`config.mk`:
```
export PLATFORM = sky130hd
export DESIGN_NAME = ssr_master
export DESIGN_NICKNAME = d
export VERILOG_FILES = /design/src/rtl/ssr_pkg.sv /design/src/rtl/ssr_phase_gen.sv /design/src/rtl/ssr_seq.sv /design/src/rtl/ssr_tx_shift.sv /design/src/rtl/ssr_rx_shift.sv /design/src/rtl/ssr_master.sv
export SDC_FILE = /design/constraint.sdc
export NUM_CORES = 1
export LEC_CHECK = 0
export ABC_AREA = 0
export CAP_MARGIN = 20
export CORE_MARGIN = 1
export CORE_UTILIZATION = 50
export CTS_BUF_LIST = sky130_fd_sc_hd__clkbuf_8
export DETAILED_ROUTE_END_ITERATION = 6
export PLACE_DENSITY = 0.87
export SETUP_SLACK_MARGIN = 0.05
export SLEW_MARGIN = 20
export SYNTH_ARGS = -nofsm -noshare
export SYNTH_HDL_FRONTEND = slang
export SYNTH_SLANG_ARGS = --single-unit
```
`constraint.sdc`:
```
create_clock -name clk -period 1.8 [get_ports clk]
set_input_delay 0.36 -clock clk [delete_from_list [all_inputs] [get_ports clk]]
set_output_delay 0.36 -clock clk [all_outputs]
set_load 0.005 [all_outputs]
```
`src/rtl/ssr_pkg.sv`:
```
package ssr_pkg;

    // Sequencer states, visited in this order
    typedef enum logic [2:0] {
        ST_IDLE  = 3'd0,
        ST_SHIFT = 3'd1,
        ST_CMD   = 3'd2,
        ST_READ  = 3'd3,
        ST_DONE  = 3'd4
    } ssr_state_e;

    // Per-cycle control strobes from the sequencer to the datapath
    typedef struct packed {
        logic load;     // start accepted: capture request
        logic shift;    // advance outgoing frame by one bit
        logic drive;    // outgoing frame owns sdo
        logic capture;  // sample sdi into readout register
        logic finish;   // last readout sample: publish word
    } ssr_ctl_t;

    localparam logic CMD_WRITE = 1'b1;
    localparam logic CMD_READ  = 1'b0;

    // Pulses per transfer, identical for both directions
    function automatic int unsigned pulses_per_xfer(int unsigned aw, int unsigned dw);
        return aw + dw + 1;
    endfunction

endpackage

```
`src/rtl/ssr_phase_gen.sv`:
```
module ssr_phase_gen #(
    parameter int DIV_W = 8
) (
    input  logic             clk,
    input  logic             rst,
    input  logic             load,
    input  logic             run,
    input  logic [DIV_W-1:0] div_in,
    output logic             phase_end
);
    logic [DIV_W-1:0] div_q;
    logic [DIV_W-1:0] cnt;

    always_ff @(posedge clk) begin
        if (rst) begin
            div_q <= '0;
            cnt   <= '0;
        end else if (load) begin
            div_q <= div_in;
            cnt   <= '0;
        end else if (run) begin
            if (cnt == div_q) cnt <= '0;
            else              cnt <= cnt + DIV_W'(1);
        end
    end

    assign phase_end = run && (cnt == div_q);

    // counter never runs past the captured phase length
    a_r5_cnt_bound: assert property (@(posedge clk) disable iff (rst)
        run |-> (cnt <= div_q));

    // divider setting is frozen while a transfer runs
    a_r8_div_frozen: assert property (@(posedge clk) disable iff (rst)
        (run && $past(run)) |-> $stable(div_q));

endmodule

```
`src/rtl/ssr_seq.sv`:
```
module ssr_seq
    import ssr_pkg::*;
#(
    parameter int ADDR_W = 8,
    parameter int DATA_W = 32
) (
    input  logic       clk,
    input  logic       rst,
    input  logic       start,
    input  logic       wr_en,
    input  logic       phase_end,
    output ssr_state_e state,
    output ssr_ctl_t   ctl,
    output logic       run,
    output logic       sck,
    output logic       stb_n
);
    localparam int CNT_W = $clog2(DATA_W + ADDR_W);

    logic [CNT_W-1:0] cnt;
    logic             wr_q;
    logic             slot_end;

    assign slot_end    = phase_end && sck;
    assign run         = (state == ST_SHIFT) || (state == ST_CMD) || (state == ST_READ);
    assign ctl.load    = (state == ST_IDLE) && start;
    assign ctl.shift   = slot_end && (state == ST_SHIFT);
    assign ctl.drive   = (state == ST_SHIFT) || (state == ST_CMD);
    assign ctl.capture = slot_end && (state == ST_READ);
    assign ctl.finish  = ctl.capture && (cnt == '0);

    always_ff @(posedge clk) begin
        if (rst) begin
            state <= ST_IDLE;
            sck   <= 1'b0;
            stb_n <= 1'b1;
            cnt   <= '0;
            wr_q  <= 1'b0;
        end else begin
            if (run && phase_end) sck <= ~sck;
            case (state)
                ST_IDLE: begin
                    if (start) begin
                        state <= ST_SHIFT;
                        wr_q  <= wr_en;
                        cnt   <= (wr_en == CMD_WRITE) ? CNT_W'(DATA_W + ADDR_W - 1)
                                                      : CNT_W'(ADDR_W - 1);
                    end
                end
                ST_SHIFT: begin
                    if (slot_end) begin
                        if (cnt == '0) begin
                            state <= ST_CMD;
                            stb_n <= 1'b0;
                        end else begin
                            cnt <= cnt - CNT_W'(1);
                        end
                    end
                end
                ST_CMD: begin
                    if (slot_end) begin
                        stb_n <= 1'b1;
                        if (wr_q == CMD_WRITE) begin
                            state <= ST_DONE;
                        end else begin
                            state <= ST_READ;
                            cnt   <= CNT_W'(DATA_W - 1);
                        end
                    end
                end
                ST_READ: begin
                    if (slot_end) begin
                        if (cnt == '0) state <= ST_DONE;
                        else           cnt   <= cnt - CNT_W'(1);
                    end
                end
                ST_DONE: state <= ST_IDLE;
                default: state <= ST_IDLE;
            endcase
        end
    end

    // strobe low exactly while the command slot runs
    a_r6_strobe_cmd_only: assert property (@(posedge clk) disable iff (rst)
        (stb_n == 1'b0) == (state == ST_CMD));

    // idle state keeps clock low and strobe high
    a_r1_idle_rest: assert property (@(posedge clk) disable iff (rst)
        (state == ST_IDLE) |-> (!sck && stb_n));

    // a new frame is only ever entered from idle
    a_r8_entry_from_idle: assert property (@(posedge clk) disable iff (rst)
        (state == ST_SHIFT && $past(state) != ST_SHIFT) |-> ($past(state) == ST_IDLE));

    // done state lasts a single cycle
    a_r7_done_single: assert property (@(posedge clk) disable iff (rst)
        (state == ST_DONE) |=> (state == ST_IDLE));

    // a transfer always leaves its last slot with sck low
    a_r2_end_low: assert property (@(posedge clk) disable iff (rst)
        (state == ST_DONE) |-> !sck);

endmodule

```
`src/rtl/ssr_tx_shift.sv`:
```
module ssr_tx_shift
    import ssr_pkg::*;
#(
    parameter int ADDR_W = 8,
    parameter int DATA_W = 32
) (
    input  logic              clk,
    input  logic              rst,
    input  ssr_ctl_t          ctl,
    input  logic              wr_en,
    input  logic [ADDR_W-1:0] addr,
    input  logic [DATA_W-1:0] wdata,
    output logic              sdo
);
    localparam int FRAME_W = DATA_W + ADDR_W + 1;

    logic [FRAME_W-1:0] frame;
    logic [FRAME_W-1:0] wr_frame;
    logic [FRAME_W-1:0] rd_frame;

    // Writes: data, address, command 1. Reads: address, command 0, padding.
    assign wr_frame = {wdata, addr, CMD_WRITE};
    assign rd_frame = {addr, CMD_READ, {DATA_W{1'b0}}};

    always_ff @(posedge clk) begin
        if (rst) begin
            frame <= '0;
        end else if (ctl.load) begin
            frame <= (wr_en == CMD_WRITE) ? wr_frame : rd_frame;
        end else if (ctl.shift) begin
            frame <= {frame[FRAME_W-2:0], 1'b0};
        end
    end

    assign sdo = ctl.drive & frame[FRAME_W-1];

    // the outgoing frame is not reloaded while it is being sent
    a_r8_frame_locked: assert property (@(posedge clk) disable iff (rst)
        (ctl.drive && !ctl.shift && !$past(ctl.load)) |=> $stable(frame));

endmodule

```
`src/rtl/ssr_rx_shift.sv`:
```
module ssr_rx_shift
    import ssr_pkg::*;
#(
    parameter int DATA_W = 32
) (
    input  logic              clk,
    input  logic              rst,
    input  ssr_ctl_t          ctl,
    input  logic              sdi,
    output logic [DATA_W-1:0] rdata
);
    logic [DATA_W-1:0] acc;
    logic [DATA_W-1:0] next_acc;

    // First sample lands in the MSB after all shifts
    assign next_acc = {acc[DATA_W-2:0], sdi};

    always_ff @(posedge clk) begin
        if (rst) begin
            acc   <= '0;
            rdata <= '0;
        end else if (ctl.capture) begin
            acc <= next_acc;
            if (ctl.finish) rdata <= next_acc;
        end
    end

    // published word only moves at the end of a readout
    a_r9_rdata_hold: assert property (@(posedge clk) disable iff (rst)
        !ctl.finish |=> $stable(rdata));

endmodule

```
`src/rtl/ssr_master.sv`:
```
module ssr_master
    import ssr_pkg::*;
#(
    parameter int ADDR_W = 8,
    parameter int DATA_W = 32,
    parameter int DIV_W  = 8
) (
    input  logic              clk,
    input  logic              rst,
    input  logic              start,
    input  logic              wr_en,
    input  logic [ADDR_W-1:0] addr,
    input  logic [DATA_W-1:0] wdata,
    input  logic [DIV_W-1:0]  half_period,
    input  logic              sdi,
    output logic              sck,
    output logic              sdo,
    output logic              stb_n,
    output logic              busy,
    output logic              done,
    output logic [DATA_W-1:0] rdata
);
    localparam int unsigned PULSES = pulses_per_xfer(ADDR_W, DATA_W);

    ssr_state_e state;
    ssr_ctl_t   ctl;
    logic       run;
    logic       phase_end;

    ssr_seq #(.ADDR_W(ADDR_W), .DATA_W(DATA_W)) u_seq (
        .clk       (clk),
        .rst       (rst),
        .start     (start),
        .wr_en     (wr_en),
        .phase_end (phase_end),
        .state     (state),
        .ctl       (ctl),
        .run       (run),
        .sck       (sck),
        .stb_n     (stb_n)
    );

    ssr_phase_gen #(.DIV_W(DIV_W)) u_phase (
        .clk       (clk),
        .rst       (rst),
        .load      (ctl.load),
        .run       (run),
        .div_in    (half_period),
        .phase_end (phase_end)
    );

    ssr_tx_shift #(.ADDR_W(ADDR_W), .DATA_W(DATA_W)) u_tx (
        .clk   (clk),
        .rst   (rst),
        .ctl   (ctl),
        .wr_en (wr_en),
        .addr  (addr),
        .wdata (wdata),
        .sdo   (sdo)
    );

    ssr_rx_shift #(.DATA_W(DATA_W)) u_rx (
        .clk   (clk),
        .rst   (rst),
        .ctl   (ctl),
        .sdi   (sdi),
        .rdata (rdata)
    );

    assign busy = run;
    assign done = (state == ST_DONE);

    initial begin
        a_r2_pulse_count: assert (PULSES == 41 || ADDR_W != 8 || DATA_W != 32);
    end

    // idle lines at rest
    a_r1_idle_lines: assert property (@(posedge clk) disable iff (rst)
        (!busy && !done) |-> (!sck && stb_n && !sdo));

    // data-out holds steady while the clock is high
    a_r5_sdo_hold_high: assert property (@(posedge clk) disable iff (rst)
        sck |-> $stable(sdo));

    // data-out quiet during readout
    a_r3_readout_quiet: assert property (@(posedge clk) disable iff (rst)
        (busy && stb_n && $past(!stb_n)) |-> !sdo);

    // busy and done never overlap, done is a single pulse
    a_r7_busy_done_excl: assert property (@(posedge clk) disable iff (rst)
        !(busy && done));
    a_r7_done_pulse: assert property (@(posedge clk) disable iff (rst)
        done |=> !done);

endmodule

```
# == After elaboration in Yosys (flattened, before gate mapping) ==
# Cells that the tools add are included.
# op_classes
div_mod_pow,0
shift,0
n_bitwise,2
mux,23
magnitude_cmp,0
n_eq_ne,14
add_sub_neg,2
n_mul,0
reduce_logical,21
# ops
cell,n
$mux 41,3
$mux 6,6
$mux 3,7
$pmux 6 s3,1
$pmux 3 s4,1
$reduce_and 6->1,2
$ne 2x2->1 const B,5
$add 8x1->8 const B,1
$eq 8x8->1,1
$mux 8,1
$ne 2x1->1 const B,4
$logic_and 1x1->1,7
$eq 3x2->1 const B,2
$logic_not 6->1,1
$sub 6x1->6 const B,1
$reduce_and 2->1,2
$reduce_and 4->1,1
$reduce_bool 2->1,2
$reduce_or 2->1,2
$eq 3x1->1 const B,1
$eq 3x3->1 const B,1
$logic_not 3->1,1
$mux 1,3
$reduce_bool 3->1,1
other kinds (4),5
# totals
register_bits,132
mem_bits_rw,0
n_memories,0
rom_bits,0
out_inout_bits,37
latchBits,0
in_bits,53
elab_cells,72

# == Longest topological paths before layout ==
# logic_depth
word_depth,8
depth_mapped,8
depth_no_buf,6

# == Hierarchy ==
# Synthesis repeated with hierarchy kept, for this count alone.
# unflattened
cells_unflattened,604
area_unflattened_um2,6120.9
# modules_own_cells
module,cells_per_inst,n_inst,seq_area_each_um2,area_per_inst_um2
ssr_rx_shift,246,1,1261.2,2528.7
ssr_tx_shift,190,1,820.8,2052.0
ssr_seq,92,1,240.2,808.3
ssr_phase_gen,75,1,320.3,719.4
ssr_master,1,1,0.0,12.5

# == Worst setup path after synthesis ==
# Ideal clock, no wire load.
# synth_path
path_kind,flip-flop to flip-flop
startpoint,reg u_phase.cnt[6]
endpoint,reg u_seq.cnt[2]
path_buffers,1
t_arrival_ps,1741
period_less_slack_ps,1860
path_slack_ps,-60
required_time_ps,1681
stages_incl_launch_ff,7
setup_ps,119
path_cell_list,dfxtp_1 -> xor2_1 -> nor4_4 -> a41oi_2 -> or2_1 -> buf_2 -> o221a_1
# synth_via
elab_chain_cells,5
elab_cells_between_ends,6
cone_classes,eq/ne (3); reduce/logical (3)
# synth_lines
element,line,text
start: declaration,ssr_phase_gen.sv:12,logic [DIV_W-1:0] cnt;
start signal: assignment,ssr_phase_gen.sv:23,else cnt <= cnt + DIV_W'(1);
$eq 8x8->1 *,ssr_phase_gen.sv:27,assign phase_end = run && (cnt == div_q);
$logic_and 1x1->1 *,ssr_phase_gen.sv:27,
$logic_and 1x1->1 *,ssr_seq.sv:24,assign slot_end = phase_end && sck;
$ne 2x1->1 (no line),-,
$reduce_and 6->1 (no line) *,-,
end signal: assignment,ssr_seq.sv:46,cnt <= (wr_en == CMD_WRITE) ? CNT_W'(DATA_W + ADDR_W - 1)
end signal: assignment,ssr_seq.sv:56,cnt <= cnt - CNT_W'(1);
end signal: assignment,ssr_seq.sv:67,cnt <= CNT_W'(DATA_W - 1);
end: declaration,ssr_seq.sv:20,logic [CNT_W-1:0] cnt;
# Mark *: on every way between the ends. The rest lies on a longest branch, timed or not.
# A chain may end at the register's enable or synchronous reset.

# == Final worst setup path ==
# layout_path
startpoint,reg u_seq.state[1]
endpoint,reg u_rx.rdata[9]
# layout_via
elab_chain_cells,8
elab_cells_between_ends,10
cone_classes,eq/ne (3); reduce/logical (7)
# layout_lines
element,line,text
start: declaration,ssr_seq.sv:12,"output ssr_state_e state,"
start signal: assignment,ssr_seq.sv:34,state <= ST_IDLE;
start signal: assignment,ssr_seq.sv:44,state <= ST_SHIFT;
start signal: assignment,ssr_seq.sv:53,state <= ST_CMD;
$eq 3x1->1 / $eq 3x2->1 (equally long branches),ssr_seq.sv:25,assign run = (state == ST_SHIFT) || (state == ST_CMD) || (state == ST_READ);
$logic_or 1x1->1 (2 in series),ssr_seq.sv:25,
$logic_and 1x1->1,ssr_phase_gen.sv:27,
$logic_and 1x1->1,ssr_seq.sv:24,
$logic_and 1x1->1 *,ssr_seq.sv:29,assign ctl.capture = slot_end && (state == ST_READ);
$logic_and 1x1->1,ssr_seq.sv:30,assign ctl.finish = ctl.capture && (cnt == '0);
$reduce_and 2->1 (no line) *,-,
end signal: assignment,ssr_rx_shift.sv:24,if (ctl.finish) rdata <= next_acc;
end: declaration,ssr_rx_shift.sv:10,output logic [DATA_W-1:0] rdata
# Marks and branches as above.

==> results by group <==
Logic synthesis
  – Post-Syn Nets: 747
  – Top-count cell post-synth: nand2_1
  – Top cells by count, synth: 215 x nand2_1, 132 x dfxtp_1, 130 x a21oi_1
  – Netlist Area Pre-Place: 5485 um^2
  – FFs w/ async S/R, synth: 0%
  – Synth area leader: dfxtp_1
  – FF+latch count, synth: 132
  – Mapped Cells: about 690
  – Post-synthesis sequential area ratio: 48.18%
  – Ys flop type: dfxtp_1
  – EDFF count, synth: 0
  – Yosys warning count: 0
  – Post-synth cell types: 46
  – Yosys top cell area share: 48.18%
  – Post-Syn Area per Cell: 7.938 um^2
  – Area contributors post-synth: dfxtp_1 48%, nand2_1 15%, a21oi_1 12%

Worst hold path
  – Worst Hold Class: in -> reg
  – Hold path start: rst
  – Hold endpoint: u_seq.state[1]$_SDFFE_PP0P_
  – Hold-critical path depth: 3

Critical path
  – Flop-to-flop setup slack: -160 ps
  – Worst setup path category: reg -> reg
  – FF-to-FF End: u_rx.rdata[9]$_SDFFE_PP0P_
  – Worst setup EP type: flop
  – CP top delay family: simple AND/OR/NAND/NOR gates
  – Worst EP required: 2170 ps
  – Slowest stage cell, crit path: nor4_4
  – Slowest stage delay, CP: roughly 400 ps
  – FF-to-FF Start: u_seq.state[1]$_SDFFE_PP0P_
  – Crit path DAT: 2320 ps
  – Cell depth of the worst setup path: 7
  – Cell mode on critical path: nand2_1
  – CP max FO: 16
  – CP startpoint kind: flop
  – Worst r2r path cells: 7
  – CP bufs+invs: 2
  – CP Cell Sequence: clkbuf_2 > nand2_1 > nor4_4 > and4_4 > buf_16 > nand2_1 > a21oi_1

Flow run
  – Max-Cap Viols: 0

Timing
  – Worst Clk Skew: 13.78 ps
  – Worst-Margin Slew: 494.6 ps
  – Final Max Slew Viols: 0
  – Final setup TNS: -7454 ps
  – Post-layout minimum cycle time: approximately 2000 ps
  – Max Freq: between 0.5 and 0.6 GHz
  – Final-report hold violation count: 0
  – Worst hold margin: about 260 ps
  – Period utilization: 108.6%
  – Final setup violation count: 95
  – Worst slew margin: around 67%
  – Final worst setup slack: -155.5 ps
  – RSZ-0062 raised after global routing: yes

Detailed routing
  – DRT iter0 DRCs: 451
  – DRC viols: 0
  – Final ANT Viol Nets: 0
  – Vias per cell: 5.975
  – Initial DRT Pass Iterations: 5
  – WL/cell: 17.78 um
  – DR vias: 5712
  – WL final: 17000 um

CTS
  – CTS buffer count: 17
  – Hold_buf cts: 0
  – Worst-Skew Late Latency: 440 ps
  – Clock Root Buffer: clkbuf_8
  – Clk buf depth: 2
  – Htree depth: 4
  – Clock transition at path regs: ~90 ps
  – CTS tree: built
  – Clock Sinks: 132

Final layout
  – Design area: 7980 um^2
  – Fillers: 679
  – Ant diodes: 0
  – Final cell count without fillers: 956
  – Area delta synth->final: 45.48%
  – Layout cells sized above 1: roughly 23%
  – Nets: 863

Outcome
  – Outcome: finished, violations left
  – Failing checks: setup timing

Global route
  – Initial antenna violation count: 0
  – Vias in the first global route: roughly 5200
  – GRT overflow: 0
  – Overall global routing resource usage: 27.36%
  – Pin count of the biggest net entering global routing: 76
  – First-pass GRT wire length: 24770 um

Place
  – PortBufs: between 80 and 90
  – Placed cell count: about 900
  – Routability cong.: 0.8901
  – Post-DP HPWL: 8941 um
  – Placed cell area: 6736 um^2

Power and ir drop
  – Power Density: 855.8 nW/um^2
  – VDD IR max: about 660 uV
  – LEAKAGE: 2.855 nW
  – Total power: 6.830 mW

Floorplanning
  – Io pins: 90
  – Initial Utilization: 52.43%
  – Die span in y: around 110 um
  – Core Footprint: 10460 um^2
  – Die area: 11390 um^2
  – Row count: 37
  – Die width: 106.7 um
==> registers in the layout, indices dropped and copies added, names as in the netlist <==
signal / count
u_tx.frame: 41
u_seq.sck: 1
u_seq.wr_q: 1
u_rx.rdata: 32
u_phase.cnt: 8
u_phase.div_q: 8
u_rx.acc: 31
u_seq.state: 3
u_seq.stb_n: 1
u_seq.cnt: 6
==> stage by stage <==
| stage | setup WS [ps] | util (%) |
|---|---|---|
| after floorplan | -41.63 | - |
| after global placement | -305.7 | 64.39 |
| after detailed placement | -341.8 | 64.39 |
| after CTS | -55.73 | 73.07 |
| after global routing | -229.7 | 76.27 |
| final | -155.5 | 76.27 |
==> worst max path at each step <==
stage,startpoint,end,slack (ps)
2_1_floorplan,u_phase.div_q[1]$_SDFFE_PP0P_,u_seq.cnt[2]$_SDFFE_PP0P_,-40
6_report,u_seq.state[1]$_SDFFE_PP0P_,u_rx.rdata[9]$_SDFFE_PP0P_,-160
4_1_cts,u_phase.div_q[6]$_SDFFE_PP0P_,u_seq.cnt[2]$_SDFFE_PP0P_,-60
3_5_place_dp,start,u_seq.cnt[2]$_SDFFE_PP0P_,-340
3_3_place_gp,start,u_seq.cnt[2]$_SDFFE_PP0P_,-310
5_1_grt,u_seq.state[1]$_SDFFE_PP0P_,u_rx.rdata[24]$_SDFFE_PP0P_,-230
==> cells in the final DEF, fill, tap and decap left out, types with 6 or more instances in the layout <==
master / n
buf_6: 7
a21oi_2: 18
a311oi_2: 11
xor2_1: 7
nor2_1: 20
a21oi_1: 109
nor3_1: 6
nand2_1: 203
buf_12: 10
clkbuf_8: 17
a311oi_1: 8
buf_16: 6
nand2_2: 8
inv_6: 6
a211oi_2: 10
buf_4: 39
dfxtp_1: 123
clkdlybuf4s50_1: 84
nor2b_1: 10
a211oi_1: 18
==> area by class of cell <==
class,count,area (um^2),share of cell area [%]
multi-input combinational,499,3018,37.82
sequential,132,2664,33.38
timing repair buffer,153,1683,21.09
clock buffer,17,234.0,2.932
clock inverter,15,193.9,2.430
tap,136,170.2,2.132
inverter,4,17.52,0.2195
==> worst register-to-register path: cells and delay by family, from the launching register on <==
family / cells / cell delay, ps
DFF: 1 / 390
AOI/OAI and AO/OA: 1 / 160
buffers and inverters: 2 / 350
and+or+nand+nor: 4 / 980
==> where the power goes <==
part | total [mW] | switching, mW | leakage, nW | internal, mW
Sequential | 3.13 | 0.100 | 1.08 | 3.03
Clock | 2.74 | 1.33 | 0.207 | 1.41
Combinational | 0.960 | 0.508 | 1.57 | 0.452
==> kinds of logic (layout without fill, tap and decap cells) <==
group	count (synthesis)	after routing	synth area share, %
simple gates	282	282	21.87
compound gates	196	196	21.76
flops	132	132	48.18
buf+inv	60	189	4.608
xor+xnor	17	17	2.714
fa+ha+maj	3	3	0.6844
mux	1	1	0.1825
==> per-layer routing <==
layer / track usage, % / up-vias / share of wire [%]
met5: 0 / - / 0
met4: 13.89 / 0 / 4.2
met3: 5.775 / 70 / 7.2
met2: 47.60 / 294 / 50
met1: 31.60 / 2728 / 38
li1: - / 2620 / -
==> what timing repair did <==
| item | in CTS | in global routing |
|---|---|---|
| setup endpoints to repair | 118 | 120 |
| buffers inserted | 6 | 9 |
| pin swaps | 50 | 25 |
| gates cloned | 7 | 5 |
| gates resized for setup | 82 | 45 |
No activity file was read; power rests on OpenSTA's default activity.
